[src/rtl/dre_pkg.sv]
package dre_pkg;
  localparam int LEN_W  = 27;
  localparam int ADDR_W = 48;
  localparam int WORD_W = 32;
  localparam int HALF_W = 16;

  localparam int OWN_BIT  = 31;
  localparam int IRQ_BIT  = 30;
  localparam int OK_BIT   = 30;
  localparam int RDF_BIT  = 29;
  localparam int WRF_BIT  = 28;

  typedef enum logic [2:0] {
    ST_IDLE, ST_RD0, ST_RD1, ST_RD2, ST_RD3, ST_COPY, ST_WB, ST_DONE
  } dre_state_e;

  typedef struct packed {
    logic              irq;
    logic [LEN_W-1:0]  len;
    logic [ADDR_W-1:0] dst;
    logic [ADDR_W-1:0] src;
  } dre_desc_t;

  typedef struct packed {
    logic             rd_fail;
    logic             wr_fail;
    logic [LEN_W-1:0] moved;
  } dre_result_t;
endpackage

[src/rtl/dre_ring_ptr.sv]
module dre_ring_ptr #(
  parameter int IDX_W  = 12,
  parameter int ADDR_W = 48
) (
  input  logic              clk,
  input  logic              rst_n,
  input  logic              adv_i,
  input  logic [IDX_W-1:0]  count_i,
  input  logic [ADDR_W-1:0] base_i,
  input  logic [1:0]        word_i,
  output logic [IDX_W-1:0]  idx_o,
  output logic [ADDR_W-1:0] addr_o
);
  localparam int SLOT_SH = 4;

  logic [IDX_W-1:0] idx_q, idx_n;
  logic [IDX_W-1:0] last_idx;

  assign last_idx = count_i - IDX_W'(1);

  always_comb begin
    if (idx_q >= last_idx) idx_n = '0;
    else                   idx_n = idx_q + IDX_W'(1);
  end

  always_ff @(posedge clk or negedge rst_n) begin
    if (!rst_n)     idx_q <= '0;
    else if (adv_i) idx_q <= idx_n;
  end

  assign idx_o  = idx_q;
  assign addr_o = base_i + ADDR_W'({idx_q, {SLOT_SH{1'b0}}}) + ADDR_W'({word_i, 2'b00});
endmodule

[src/rtl/dre_desc_regs.sv]
module dre_desc_regs
  import dre_pkg::*;
(
  input  logic              clk,
  input  logic              rst_n,
  input  logic              load_i,
  input  logic [1:0]        sel_i,
  input  logic [WORD_W-1:0] word_i,
  output dre_desc_t         desc_o
);
  dre_desc_t desc_q, desc_n;

  always_comb begin
    desc_n = desc_q;
    unique case (sel_i)
      2'd0: begin
        desc_n.irq = word_i[IRQ_BIT];
        desc_n.len = word_i[LEN_W-1:0];
      end
      2'd1: begin
        desc_n.dst[ADDR_W-1:WORD_W] = word_i[HALF_W-1:0];
        desc_n.src[ADDR_W-1:WORD_W] = word_i[WORD_W-1:HALF_W];
      end
      2'd2: desc_n.dst[WORD_W-1:0] = word_i;
      default: desc_n.src[WORD_W-1:0] = word_i;
    endcase
  end

  always_ff @(posedge clk or negedge rst_n) begin
    if (!rst_n)      desc_q <= '0;
    else if (load_i) desc_q <= desc_n;
  end

  assign desc_o = desc_q;
endmodule

[src/rtl/dre_status_fmt.sv]
module dre_status_fmt
  import dre_pkg::*;
(
  input  logic [LEN_W-1:0]  len_i,
  input  dre_result_t       res_i,
  output logic [WORD_W-1:0] word_o,
  output logic              fail_o
);
  logic [LEN_W-1:0] residual;

  always_comb begin
    if (res_i.moved >= len_i) residual = '0;
    else                      residual = len_i - res_i.moved;
    fail_o = res_i.rd_fail | res_i.wr_fail;
    word_o = '0;
    word_o[LEN_W-1:0] = residual;
    word_o[OK_BIT]    = ~fail_o;
    word_o[RDF_BIT]   = res_i.rd_fail;
    word_o[WRF_BIT]   = res_i.wr_fail & ~res_i.rd_fail;
  end
endmodule

[src/rtl/desc_ring_engine.sv]
module desc_ring_engine
  import dre_pkg::*;
#(
  parameter int IDX_W = 12
) (
  input  logic              clk,
  input  logic              rst_n,
  input  logic              start_i,
  input  logic              pause_i,
  input  logic              wb_en_i,
  input  logic [47:0]       ring_base_i,
  input  logic [IDX_W-1:0]  ring_count_i,
  output logic              mem_req_o,
  output logic              mem_we_o,
  output logic [47:0]       mem_addr_o,
  output logic [31:0]       mem_wdata_o,
  input  logic              mem_ack_i,
  input  logic [31:0]       mem_rdata_i,
  output logic              cp_req_o,
  output logic [47:0]       cp_src_o,
  output logic [47:0]       cp_dst_o,
  output logic [26:0]       cp_len_o,
  input  logic              cp_ack_i,
  input  logic              cp_rd_err_i,
  input  logic              cp_wr_err_i,
  input  logic [26:0]       cp_moved_i,
  output logic              busy_o,
  output logic [IDX_W-1:0]  ring_idx_o,
  output logic              inval_stop_o,
  output logic              pause_done_o,
  output logic              desc_done_o,
  output logic              copy_err_o
);
  dre_state_e  state_q, state_n;
  dre_desc_t   desc;
  dre_result_t res_q, res_n;
  logic        wb_q, pause_q, inval_q;
  logic        done_q, err_q, pdone_q;

  logic        adv, load, res_en, start_acc;
  logic        inval_set, done_set, err_set, pdone_set, pause_clr;
  logic [1:0]  wsel;
  logic        fail;
  logic [WORD_W-1:0] wb_word;

  dre_ring_ptr #(.IDX_W(IDX_W), .ADDR_W(ADDR_W)) u_ptr (
    .clk(clk), .rst_n(rst_n), .adv_i(adv), .count_i(ring_count_i),
    .base_i(ring_base_i), .word_i(wsel), .idx_o(ring_idx_o), .addr_o(mem_addr_o)
  );

  dre_desc_regs u_desc (
    .clk(clk), .rst_n(rst_n), .load_i(load), .sel_i(wsel),
    .word_i(mem_rdata_i), .desc_o(desc)
  );

  dre_status_fmt u_fmt (
    .len_i(desc.len), .res_i(res_q), .word_o(wb_word), .fail_o(fail)
  );

  // next-state and control decode
  always_comb begin
    state_n   = state_q;
    res_n     = res_q;
    adv       = 1'b0;
    load      = 1'b0;
    res_en    = 1'b0;
    wsel      = 2'd0;
    mem_req_o = 1'b0;
    mem_we_o  = 1'b0;
    cp_req_o  = 1'b0;
    start_acc = 1'b0;
    inval_set = 1'b0;
    done_set  = 1'b0;
    err_set   = 1'b0;
    pdone_set = 1'b0;
    pause_clr = 1'b0;
    unique case (state_q)
      ST_IDLE: begin
        if (start_i) begin
          start_acc = 1'b1;
          state_n   = ST_RD0;
        end else if (pause_i) begin
          pdone_set = 1'b1;
        end
      end
      ST_RD0: begin
        mem_req_o = 1'b1;
        if (mem_ack_i) begin
          if (mem_rdata_i[OWN_BIT]) begin
            load    = 1'b1;
            state_n = ST_RD1;
          end else begin
            inval_set = 1'b1;
            pause_clr = 1'b1;
            state_n   = ST_IDLE;
          end
        end
      end
      ST_RD1: begin
        wsel      = 2'd1;
        mem_req_o = 1'b1;
        if (mem_ack_i) begin
          load    = 1'b1;
          state_n = ST_RD2;
        end
      end
      ST_RD2: begin
        wsel      = 2'd2;
        mem_req_o = 1'b1;
        if (mem_ack_i) begin
          load    = 1'b1;
          state_n = ST_RD3;
        end
      end
      ST_RD3: begin
        wsel      = 2'd3;
        mem_req_o = 1'b1;
        if (mem_ack_i) begin
          load   = 1'b1;
          res_en = 1'b1;
          res_n  = '0;
          if (desc.len == '0) state_n = wb_q ? ST_WB : ST_DONE;
          else                state_n = ST_COPY;
        end
      end
      ST_COPY: begin
        cp_req_o = 1'b1;
        if (cp_ack_i) begin
          res_en        = 1'b1;
          res_n.rd_fail = cp_rd_err_i;
          res_n.wr_fail = cp_wr_err_i;
          res_n.moved   = cp_moved_i;
          state_n       = wb_q ? ST_WB : ST_DONE;
        end
      end
      ST_WB: begin
        mem_req_o = 1'b1;
        mem_we_o  = 1'b1;
        if (mem_ack_i) state_n = ST_DONE;
      end
      default: begin
        adv      = 1'b1;
        done_set = desc.irq;
        err_set  = fail;
        if (pause_q || pause_i) begin
          pdone_set = 1'b1;
          pause_clr = 1'b1;
          state_n   = ST_IDLE;
        end else begin
          state_n = ST_RD0;
        end
      end
    endcase
  end

  always_ff @(posedge clk or negedge rst_n) begin
    if (!rst_n) state_q <= ST_IDLE;
    else        state_q <= state_n;
  end

  always_ff @(posedge clk or negedge rst_n) begin
    if (!rst_n)      res_q <= '0;
    else if (res_en) res_q <= res_n;
  end

  always_ff @(posedge clk or negedge rst_n) begin
    if (!rst_n)         wb_q <= 1'b0;
    else if (start_acc) wb_q <= wb_en_i;
  end

  always_ff @(posedge clk or negedge rst_n) begin
    if (!rst_n)                             pause_q <= 1'b0;
    else if (pause_clr || start_acc)        pause_q <= 1'b0;
    else if (pause_i && state_q != ST_IDLE) pause_q <= 1'b1;
  end

  always_ff @(posedge clk or negedge rst_n) begin
    if (!rst_n)         inval_q <= 1'b0;
    else if (start_acc) inval_q <= 1'b0;
    else if (inval_set) inval_q <= 1'b1;
  end

  always_ff @(posedge clk or negedge rst_n) begin
    if (!rst_n) begin
      done_q  <= 1'b0;
      err_q   <= 1'b0;
      pdone_q <= 1'b0;
    end else begin
      done_q  <= done_set;
      err_q   <= err_set;
      pdone_q <= pdone_set;
    end
  end

  assign mem_wdata_o  = wb_word;
  assign cp_src_o     = desc.src;
  assign cp_dst_o     = desc.dst;
  assign cp_len_o     = desc.len;
  assign busy_o       = (state_q != ST_IDLE);
  assign inval_stop_o = inval_q;
  assign pause_done_o = pdone_q;
  assign desc_done_o  = done_q;
  assign copy_err_o   = err_q;
endmodule

[config.mk]
export PLATFORM = sky130hd
export DESIGN_NAME = desc_ring_engine
export DESIGN_NICKNAME = d
export VERILOG_FILES = /design/src/rtl/dre_pkg.sv /design/src/rtl/dre_ring_ptr.sv /design/src/rtl/dre_desc_regs.sv /design/src/rtl/dre_status_fmt.sv /design/src/rtl/desc_ring_engine.sv
export SDC_FILE = /design/constraint.sdc
export NUM_CORES = 1
export LEC_CHECK = 0
export BUFFER_PORTS_ARGS = -buffer_cell sky130_fd_sc_hd__buf_2
export CAP_MARGIN = 20
export CORE_MARGIN = 2
export CORE_UTILIZATION = 57
export DETAILED_ROUTE_END_ITERATION = 10
export PLACE_DENSITY = 0.89
export SLEW_MARGIN = 20
export SYNTH_ARGS = -nofsm -noshare
export SYNTH_HDL_FRONTEND = slang
export SYNTH_SLANG_ARGS = --single-unit
[constraint.sdc]
create_clock -name clk -period 9.1 [get_ports clk]
set_input_delay 1.82 -clock clk [delete_from_list [all_inputs] [get_ports clk]]
set_output_delay 1.82 -clock clk [all_outputs]
set_load 0.01 [all_outputs]
Word-level counts from Yosys, hierarchy flattened:

Cells that the tools add are included.

* add/subtract/negate cells: 5
* magnitude comparators: 2
* eq/ne operators: 15
* muxes and demuxes: 43
* bitwise gates (word level): 5
* reductions and logical operators: 22

Operators with widths (number)
* 29-bit 2-to-1 mux: 2
* 29-bit one-hot mux with 2 select lines: 1
* 48-bit by 16-bit adder with 48-bit output: 1
* 48-bit by 4-bit adder with 48-bit output: 1
* 27-bit >= comparator: 1
* 27-bit zero test: 1
* 27-bit 2-to-1 mux: 1
* 27-bit subtractor: 1
* 1-bit 2-to-1 mux: 23
* 3-bit 2-to-1 mux: 7
* 3-bit one-hot mux with 7 select lines: 1
* 2-bit inequality test, second input constant: 7
* 12-bit by 1-bit adder with 12-bit output, second input constant: 1
* 12-bit >= comparator: 1
* 12-bit 2-to-1 mux: 1
* 6-bit OR reduction: 2
* 12-bit by 1-bit subtractor with 12-bit output, second input constant: 1
* 3-bit == test, second input constant: 3
* 1-bit one-hot mux with 2 select lines: 4
* 2-bit AND reduction: 4
* 7-bit AND reduction: 1
* 7-bit OR reduction: 1
* 3-bit by 2-bit == test with 1-bit output, second input constant: 2
* 2-bit one-hot mux with 3 select lines: 1
* other kinds (16): 23

* bits in registers: 174
* input bits: 128
* word-level logic and storage cells: 109

Depth between registers and ports, before layout:

* depth in word-level cells: 6
* depth in mapped cells: 15
* gate-level depth less buffers: 12

Hierarchy:

Synthesis repeated with hierarchy kept, for this count alone.

* cell total of the unflattened synthesis: 1070
* area, all modules: 10721.5 um2

Modules (own cells, without submodules)
* dre_desc_regs: times used 1, cells an instance 264, area an instance 4655.7 um2, seq. area each 3103.0 um2
* dre_ring_ptr: times used 1, cells an instance 307, area an instance 2336.0 um2, seq. area each 300.3 um2
* dre_status_fmt: times used 1, cells an instance 300, area an instance 1966.9 um2, seq. area each 0.0 um2
* desc_ring_engine: times used 1, cells an instance 199, area an instance 1762.9 um2, seq. area each 950.9 um2

Worst setup path after synthesis:

OpenSTA, ideal clock, no wires.

* path kind: input -> output
* start: input ring_base_i[2]
* end: output mem_addr_o[42]
* data arrival time: 3747 ps
* data required time: 7280 ps
* setup slack: 3533 ps
* stages on the path: 11
* cells stage by stage: ha_1 > ha_1 > nor3_1 > o311a_4 > or4_4 > nand4_2 > a31oi_4 > nand2b_4 > buf_6 > nor3_4 > xor2_1

* longest elaborated chain between the ends: 2

Ends and longest elaborated chain
* start: declaration: RTL line desc_ring_engine.sv:11 `input logic [47:0] ring_base_i,`
* 48-bit by 16-bit adder with 48-bit output: RTL line dre_ring_ptr.sv:32 `assign addr_o = base_i + ADDR_W'({idx_q, {SLOT_SH{1'b0}}}) + ADDR_W'({word_i, 2'b00});`
* 48-bit by 4-bit adder with 48-bit output: RTL line dre_ring_ptr.sv:32
* end: declaration: RTL line desc_ring_engine.sv:15 `output logic [47:0] mem_addr_o,`

No other way between the ends.

Worst setup path after layout:

* start: input ring_base_i[10]
* end: output mem_addr_o[27]

The elaborated chain is that of the path after synthesis.

==> results.json <==
{
  "status": "finished clean",
  "whs_endpoint": "desc_done_o",
  "synth_cells": 1175,
  "fin_crit_ns": 6.46,
  "cts_setup_buffers": 0,
  "cts_max_level": 4,
  "gr-usage-all-layers_pct": 29.6,
  "core-area_um2": 19400,
  "cts_tree": "done",
  "areaGrowthSynthToFinish_pct": 14.8,
  "port-buffer-count": 344,
  "synth_commonest_cells": "174 x dfrtp_1, 129 x buf_4, 126 x mux2_2, 117 x nand2_1, 91 x nor2_1",
  "worst_slack_ns": 2.64,
  "fin_setup_tns_ns": 0,
  "hold_slack_ns": 0.477,
  "p_clk_share_pct": 13.6,
  "rows": 51,
  "crit_fanout": 19,
  "dieArea_um2": 20900,
  "post_drt_wl_per_cell_um": 18.8,
  "ys_types": 65,
  "rr_endpoint": "u_desc.desc_o[81]",
  "whs_path_depth": 1,
  "numCtsBuffers": 17,
  "die_height_um": 144,
  "p_switching_mw": 2.54,
  "grt_pass1_vias": 9250,
  "reg2reg_depth": 4,
  "cts_resized": 0,
  "path_class": "in2out",
  "yosysMostFrequentCell": "dfrtp_1",
  "routabilityCongestion": 0.938,
  "dr.pass1.iters": 6,
  "drive_above_1_share_pct": 37.8,
  "p_int_mw": 2.91,
  "p_sw_share_pct": 46.6,
  "drv_slew": 0,
  "clk_latency_ns": 0.44,
  "cts_buffer_depth": 2,
  "crit_required_ns": 7.28,
  "clock-sinks": 174,
  "rsz0062_at_grt": "no",
  "max-vdd-ir-drop_mv": 0.267,
  "grt_pass1_wl_mm": 47.9,
  "fillers": 1486,
  "rr_startpoint": "state_q[1]",
  "initial_core_util_pct": 58.0,
  "setup_violations": 0,
  "cts_root_buf": "clkbuf_16",
  "yosysWarnings": 0,
  "syn_area_um2": 11200,
  "synthArstFlopShare_pct": 100,
  "r2r_slack_ns": 6.54,
  "grt.overflow.total": 0,
  "seq_power_share_pct": 26.9,
  "drc": 0,
  "power.leakage_nw": 6.16,
  "synth_top_area_share_pct": 38.7,
  "yosys_register_bits": 174,
  "viasPerCell": 5.71,
  "nets": 1566,
  "routed-via-count": 9500,
  "wl_mm": 31.3,
  "ios": 351,
  "synth_flop_cell": "dfrtp_1",
  "tightestPinTransition_ns": 0.984,
  "synthTopCellsByArea": "dfrtp_1 39%, mux2_2 13%, buf_4 8.6%",
  "antenna_found_initial": 3,
  "hpwl_mm": 23.5,
  "synth_top_cell_by_area": "dfrtp_1",
  "synth-seq-area-share_pct": 38.7,
  "grt_max_degree": 111,
  "max-cap-violations": 0,
  "min_period_over_period_pct": 71.0,
  "share_comb_of_total_power_pct": 59.6,
  "fin_worst_skew_ns": 0.0147,
  "synth_edf_count": 0,
  "power_density_nw_per_um2": 422,
  "cp-start-kind": "primary input",
  "syn_area_per_cell_um2": 9.57,
  "max_slew_margin_pct": 34.4,
  "place_ws_ns": 2.75,
  "worstHoldStart": "u_desc.desc_o[123]",
  "path_clk_slew_ns": 0.07,
  "dieWidth_um": 144,
  "ctsHoldBuffers": 0,
  "endpoint_kind": "output pin",
  "fmax_mhz": 155,
  "cp.arrival_ns": 4.64,
  "first_iter_violations": 606,
  "hold_class": "reg2reg",
  "postRouteAntennaNets": 0,
  "finalHoldViolCount": 0
}
==> how the worst max path moves through the flow <==
stage / startpoint / to / cells after the start
2_1_floorplan: ring_base_i[2] / mem_addr_o[42] / 11
3_3_place_gp: ring_base_i[10] / mem_addr_o[27] / 11
3_5_place_dp: ring_base_i[10] / mem_addr_o[27] / 11
4_1_cts: ring_base_i[10] / mem_addr_o[27] / 11
5_1_grt: ring_base_i[9] / mem_addr_o[27] / 11
6_report: ring_base_i[10] / mem_addr_o[27] / 11
==> critical path, stage by stage <==
cell and delay [ns]:
buf_2 0.10, ha_1 0.38, nand2_1 0.09, o21ai_0 0.32, o41ai_1 0.12, a311oi_1 0.43
a21o_1 0.57, and2_1 0.26, a21oi_1 0.08, a21oi_1 0.27, buf_2 0.20
==> placed cells by master, fill, tap and decap left out, drive strengths merged, types with 9 or more instances in the layout <==
master / instances
a211oi: 10
a21o: 19
a21oi: 43
a31oi: 13
and3: 22
buf: 350
clkbuf: 18
dfrtp: 174
ha: 55
inv: 53
mux2: 126
nand2: 118
nand2b: 10
nand3: 23
nand4: 9
nor2: 93
nor3: 28
nor4: 9
o21ai: 69
xnor2: 40
xor2: 26
==> state kept, by name, summed over array words and instances (netlist names) <==
signal and cells:
copy_err_o 1, desc_done_o 1, inval_stop_o 1, pause_done_o 1, pause_q 1, res_q 29, state_q 3, u_desc.desc_o 124
u_ptr.idx_o 12, wb_q 1
==> power by group through the flow <==
stage | Sequential [mW] | Clock, mW | Combinational (mW)
floorplan | 1.34 | 0 | 2.47
CTS | 1.45 | 0.750 | 3.21
global route | 1.50 | 0.780 | 3.53
finish | 1.46 | 0.739 | 3.24
global placement | 1.44 | 0 | 3.07
detailed placement | 1.46 | 0 | 3.17
==> area by class of cell <==
class,count,area (um2),area share (%)
flip-flops and latches,174,4350,33.7
multi-input cells,793,5650,43.8
inverters,46,173,1.34
well taps,265,332,2.57
diodes,3,7.51,0.0582
clock buffers,18,429,3.32
repair buffers,350,1790,13.9
clock inverters,14,168,1.30
==> per-layer routing <==
metal | GRT usage [%] | part of all wire [%] | vias up
li1 | - | - | 4391
met1 | 33.4 | 37 | 4530
met2 | 51.8 | 50 | 486
met3 | 8.54 | 8.9 | 93
met4 | 13.5 | 4.2 | 0
met5 | 0 | 0 | -
==> logic make-up (layout without fill, tap and decap cells) <==
group	Yosys count	count (layout)	synth area share (%)
AOI/OAI and AO/OA	195	195	10.9
xor gates and xnor gates	66	66	5.14
adders and majority gates	57	57	6.39
buffers and inverters	209	428	11.5
DFF	174	174	38.7
muxes	127	127	12.7
other	1	5	0.0333
and+or+nand+nor	346	346	14.7
==> stage by stage <==
stage	power, mW	util, %	std cells	area (um2)
after floorplan	3.82	-	1176	11300
after global placement	4.51	63.2	1627	12300
after detailed placement	4.63	63.2	1627	12300
after CTS	5.42	66.3	1659	12900
after global routing	5.81	66.5	1663	12900
final	5.44	66.5	1663	12900
No activity file was read; power rests on OpenSTA's default activity.
